**config.mk**
```make
export PLATFORM = sky130hd
export DESIGN_NAME = irq_level_mapper
export DESIGN_NICKNAME = d
export VERILOG_FILES = /design/src/rtl/irqmap_pkg.sv /design/src/rtl/irqmap_ctrl.sv /design/src/rtl/irqmap_pending.sv /design/src/rtl/irqmap_decode.sv /design/src/rtl/irq_level_mapper.sv
export SDC_FILE = /design/constraint.sdc
export NUM_CORES = 1
export LEC_CHECK = 0
export BUFFER_PORTS_ARGS = -buffer_cell sky130_fd_sc_hd__buf_2
export CAP_MARGIN = 40
export CORE_MARGIN = 5
export CORE_UTILIZATION = 42
export DETAILED_ROUTE_END_ITERATION = 10
export GPL_ROUTABILITY_DRIVEN = 0
export MAX_ROUTING_LAYER = met4
export PLACE_DENSITY = 0.75
export SLEW_MARGIN = 20
export SYNTH_ARGS = -nofsm -noshare
export SYNTH_HDL_FRONTEND = slang
export SYNTH_HIERARCHICAL = 1
export SYNTH_SLANG_ARGS = --single-unit
```
**constraint.sdc**
```tcl
create_clock -name clk -period 1.24 [get_ports clk]
set_clock_uncertainty 0.2 [all_clocks]
set_input_delay 0.062 -clock clk [delete_from_list [all_inputs] [get_ports clk]]
set_output_delay 0.062 -clock clk [all_outputs]
set_load 0.05 [all_outputs]
```
**src/rtl/irqmap_pkg.sv**
```systemverilog
package irqmap_pkg;

  localparam int REQ_N  = 8;
  localparam int LVL_N  = 16;
  localparam int CTRL_W = 8;

  localparam logic [CTRL_W-1:0] CTRL_RST  = 8'h01;
  localparam logic [CTRL_W-1:0] CTRL_MASK = 8'hBF;
  localparam int                EN_BIT    = 0;

  typedef enum logic [1:0] {
    SZ_BYTE  = 2'b00,
    SZ_HALF  = 2'b01,
    SZ_WORD  = 2'b10,
    SZ_RSVD  = 2'b11
  } acc_size_e;

  // Fixed request-bit to priority-level table; level 0 marks a dead input.
  function automatic int lvl_of(input int bit_idx);
    case (bit_idx)
      1:       return 1;
      2:       return 4;
      3:       return 6;
      4:       return 8;
      5:       return 10;
      7:       return 14;
      default: return 0;
    endcase
  endfunction

  // Request bits that feed a given level.
  function automatic logic [REQ_N-1:0] hit_mask(input int lvl);
    logic [REQ_N-1:0] m;
    m = '0;
    for (int b = 0; b < REQ_N; b++)
      if (lvl != 0 && lvl_of(b) == lvl) m[b] = 1'b1;
    return m;
  endfunction

  // Request bits that map to a non-zero level.
  function automatic logic [REQ_N-1:0] live_mask();
    logic [REQ_N-1:0] m;
    m = '0;
    for (int b = 0; b < REQ_N; b++)
      if (lvl_of(b) != 0) m[b] = 1'b1;
    return m;
  endfunction

endpackage

```
**src/rtl/irqmap_ctrl.sv**
```systemverilog
module irqmap_ctrl
  import irqmap_pkg::*;
#(
  parameter int W = CTRL_W
) (
  input  logic         clk,
  input  logic         rst,
  input  logic         wr_en,
  input  logic [1:0]   wr_size,
  input  logic [W-1:0] wdata,
  output logic [W-1:0] ctrl_q,
  output logic         en_nxt
);

  logic         wr_ok;
  logic [W-1:0] ctrl_nxt;

  assign wr_ok    = wr_en && (acc_size_e'(wr_size) == SZ_BYTE);
  assign ctrl_nxt = wr_ok ? (wdata & CTRL_MASK) : ctrl_q;
  assign en_nxt   = ctrl_nxt[EN_BIT];

  always_ff @(posedge clk) begin
    if (rst) ctrl_q <= CTRL_RST;
    else     ctrl_q <= ctrl_nxt;
  end


  ctrl_store_chk: assert property (@(posedge clk) disable iff (rst)
    wr_ok |=> ctrl_q == ($past(wdata) & CTRL_MASK));


  ctrl_hold_chk: assert property (@(posedge clk) disable iff (rst)
    !wr_ok |=> $stable(ctrl_q));

endmodule

```
**src/rtl/irqmap_pending.sv**
```systemverilog
module irqmap_pending
  import irqmap_pkg::*;
#(
  parameter int N = REQ_N
) (
  input  logic         clk,
  input  logic         rst,
  input  logic [N-1:0] req,
  output logic [N-1:0] pend_nxt,
  output logic [N-1:0] pend_q
);

  localparam logic [N-1:0] LIVE = live_mask();

  assign pend_nxt = req & LIVE;

  always_ff @(posedge clk) begin
    if (rst) pend_q <= '0;
    else     pend_q <= pend_nxt;
  end


  pend_follow_chk: assert property (@(posedge clk) disable iff (rst)
    ((req & LIVE) != pend_q) |=> !$stable(pend_q));


  pend_dead_chk: assert property (@(posedge clk) disable iff (rst)
    ((req & LIVE) == pend_q) |=> $stable(pend_q));

endmodule

```
**src/rtl/irqmap_decode.sv**
```systemverilog
module irqmap_decode
  import irqmap_pkg::*;
#(
  parameter int N = REQ_N,
  parameter int L = LVL_N
) (
  input  logic [N-1:0] pend,
  output logic [L-1:0] lvl_vec
);

  for (genvar l = 0; l < L; l++) begin : g_lvl
    localparam logic [N-1:0] HIT = hit_mask(l);
    assign lvl_vec[l] = |(pend & HIT);
  end

endmodule

```
**src/rtl/irq_level_mapper.sv**
```systemverilog
module irq_level_mapper
  import irqmap_pkg::*;
#(
  parameter int N = REQ_N,
  parameter int L = LVL_N,
  parameter int W = CTRL_W
) (
  input  logic         clk,
  input  logic         rst,
  input  logic [N-1:0] irq_req,
  input  logic         reg_wr_en,
  input  logic [1:0]   reg_wr_size,
  input  logic [W-1:0] reg_wdata,
  output logic [W-1:0] reg_rdata,
  output logic [N-1:0] pend_o,
  output logic [L-1:0] pil_out
);

  logic [W-1:0] ctrl_q;
  logic         en_nxt;
  logic [N-1:0] pend_nxt;
  logic [N-1:0] pend_q;
  logic [L-1:0] lvl_vec;
  logic [L-1:0] pil_q;

  irqmap_ctrl #(.W(W)) u_ctrl (
    .clk     (clk),
    .rst     (rst),
    .wr_en   (reg_wr_en),
    .wr_size (reg_wr_size),
    .wdata   (reg_wdata),
    .ctrl_q  (ctrl_q),
    .en_nxt  (en_nxt)
  );

  irqmap_pending #(.N(N)) u_pend (
    .clk      (clk),
    .rst      (rst),
    .req      (irq_req),
    .pend_nxt (pend_nxt),
    .pend_q   (pend_q)
  );

  irqmap_decode #(.N(N), .L(L)) u_dec (
    .pend    (pend_nxt),
    .lvl_vec (lvl_vec)
  );

  // Output stage looks at next-state values so it lands on the same edge.
  always_ff @(posedge clk) begin
    if (rst)         pil_q <= '0;
    else if (en_nxt) pil_q <= lvl_vec;
    else             pil_q <= '0;
  end

  assign reg_rdata = ctrl_q;
  assign pend_o    = pend_q;
  assign pil_out   = pil_q;


  lvl0_quiet_chk: assert property (@(posedge clk) disable iff (rst)
    pil_q[0] == 1'b0);


  gate_off_chk: assert property (@(posedge clk) disable iff (rst)
    !ctrl_q[EN_BIT] |-> pil_q == '0);


  lines_bound_chk: assert property (@(posedge clk) disable iff (rst)
    $countones(pil_q) <= $countones(pend_q));


  out_hold_chk: assert property (@(posedge clk) disable iff (rst)
    (pend_nxt == pend_q) && (en_nxt == ctrl_q[EN_BIT]) |=> $stable(pil_q));

endmodule

```
==> flow_metrics.tcl <==
set metrics [dict create \
    final_util_pct 54.5 \
    power_mw 1.93 \
    drt_wl_total_um 2330 \
    ioPinCount 53 \
    critPathKind "register to primary output" \
    syn_inst 106 \
    timing.setup.tns_ns 0 \
    critPathMaxStageDelay_ns 0.34 \
    grt-ovfl-total 0 \
    htreeDepth 2 \
    seqCellArea_um2 582 \
    crit_family "flip-flops" \
    hold_end "u_ctrl/ctrl_q[0]" \
    rrSetupSlack_ns 0.05 \
    cp_cell_sequence "buf_2" \
    maxClockFrequency_mhz 832 \
    final_cell_count_no_fill 188 \
    vias_per_cell 4.31 \
    rows 19 \
    n_fill_cell 244 \
    grt_use_total_pct 12.7 \
    clockBufferDepth 2 \
    cpMaxStageDelayCell "dfxtp_2" \
    clockRootBuffer "clkbuf_4" \
    setup_viol 0 \
    drive_gt1_share_pct 39.5 \
    period_needed_ns 1.20 \
    rsz0062_at_grt "false" \
    die_area_um2 3980 \
    dr.first_iter.drc_count 12 \
    first_pass_iters 3 \
    critical_path.max_fanout 3 \
    hp-start "reg_wr_size[0]" \
    cts_buffers 5 \
    fp.dieW_um 63.1 \
    ir_worst_vdd_mv 1.12 \
    end_kind "primary output" \
    avgSynthCellArea_um2 11.2 \
    grt_pass1_wl_um 3740 \
    finalCritPeriodShare_pct 96.9 \
    slew_violations 0 \
    reg2reg_depth 2 \
    powerDensity_nw_per_um2 1300 \
    yosys_warnings 6 \
    place_inst 166 \
    hold_path.class "input pin to register" \
    vias 811 \
    io_buffer_count 46 \
    clock_sinks 29 \
    multiInputGateArea_um2 420 \
    drv_cap 0 \
    rr_endpoint "pil_out[1]" \
    final-hold-violation-count 0 \
    cts_tree "built" \
    holdPathStages 4 \
    hpwl_um 1570 \
    syn_area_um2 1180 \
    r2r_start "u_ctrl/ctrl_q[0]" \
    power_leakage_nw 0.760 \
    fin_nets 177 \
    drc 0 \
    grt_pass1_vias 810 \
    route.antenna.remaining_nets 0 \
    insertedDiodeCount 0 \
    antenna_found_initial 0 \
    grt_start_max_net_pins 31 \
    fp.dieH_um 63.1 \
    clk_pin_slew_worst_paths_ns 0.08 \
    wl_per_cell_um 12.4 \
    start_kind "register" \
    area_delta_synth_final_pct 26.0 \
    status "completed" \
    crit_buf_inv 1 \
    insertion_delay_ns 0.33 \
    arrival_ns 0.94 \
    cp.required_ns 0.98 \
    fp.coreArea_um2 2730 \
    start_util_pct 43.2 \
]
[cells in the final DEF (no fill, tap or decap), drive strengths merged]
cell	count
buf	43
dfxtp	29
and3b	16
dlygate4sd3	14
conb	13
clkbuf	13
nand2b	12
mux2i	7
nor2b	6
nor2	2
nor3b	1
mux2	1
[flip-flops by register name (all words and copies together), names as in the netlist]
register       cells
pil_out           16
u_ctrl/ctrl_q      7
u_pend/pend_q      6
[timing repair]
action,4_1_cts,5_1_grt
resized for setup,0,7
endpoints found under the setup margin,0,6
hold buffers,14,0
endpoints found under the hold margin,19,0
buffers inserted,0,0
[metrics by stage]
| stage | worst slack (ns) | hold slack, ns | cell area (um2) |
|---|---|---|---|
| 2_1_floorplan | -0.0685 | -0.0664 | 1230 |
| 3_3_place_gp | -0.0598 | 0.0901 | 1290 |
| 3_5_place_dp | -0.0823 | 0.104 | 1290 |
| 4_1_cts | 0.0167 | -0.00237 | 1480 |
| 5_1_grt | 0.00231 | 0.0168 | 1490 |
| 6_report | 0.0384 | 0.0221 | 1490 |
[layer usage]
metal	vias to the layer above	track usage [%]	share of wire, %
met1	373	11.4	36
li1	398	-	-
met3	7	6.57	8.3
met2	33	21.8	53
met5	-	-	0
met4	0	6.37	2.6
[worst max path at each step]
stage              endpoint              from  cells past startpoint
2_1_floorplan   pil_out[10]    reg_wr_size[1]                      5
3_3_place_gp    pil_out[14]    reg_wr_size[1]                      4
3_5_place_dp    pil_out[14]    reg_wr_size[1]                      4
4_1_cts        reg_rdata[7]  u_ctrl/ctrl_q[7]                      1
5_1_grt        reg_rdata[0]  u_ctrl/ctrl_q[0]                      1
6_report       reg_rdata[0]  u_ctrl/ctrl_q[0]                      1
[power breakdown]
group          switching, mW  total, mW  internal [mW]
logic                  0.279      0.416          0.137
registers             0.0136      0.995          0.982
clock network          0.295      0.520          0.225
total                  0.588       1.93           1.34
[final cells by class]
cell class              count  share of cell area (%)
well taps                  31                    2.60
flip-flops and latches     29                    39.0
clock buffers               8                    3.27
multi-input cells          58                    28.2
repair buffers             62                    26.9
Note: power is estimated with default switching activity, not from simulation.
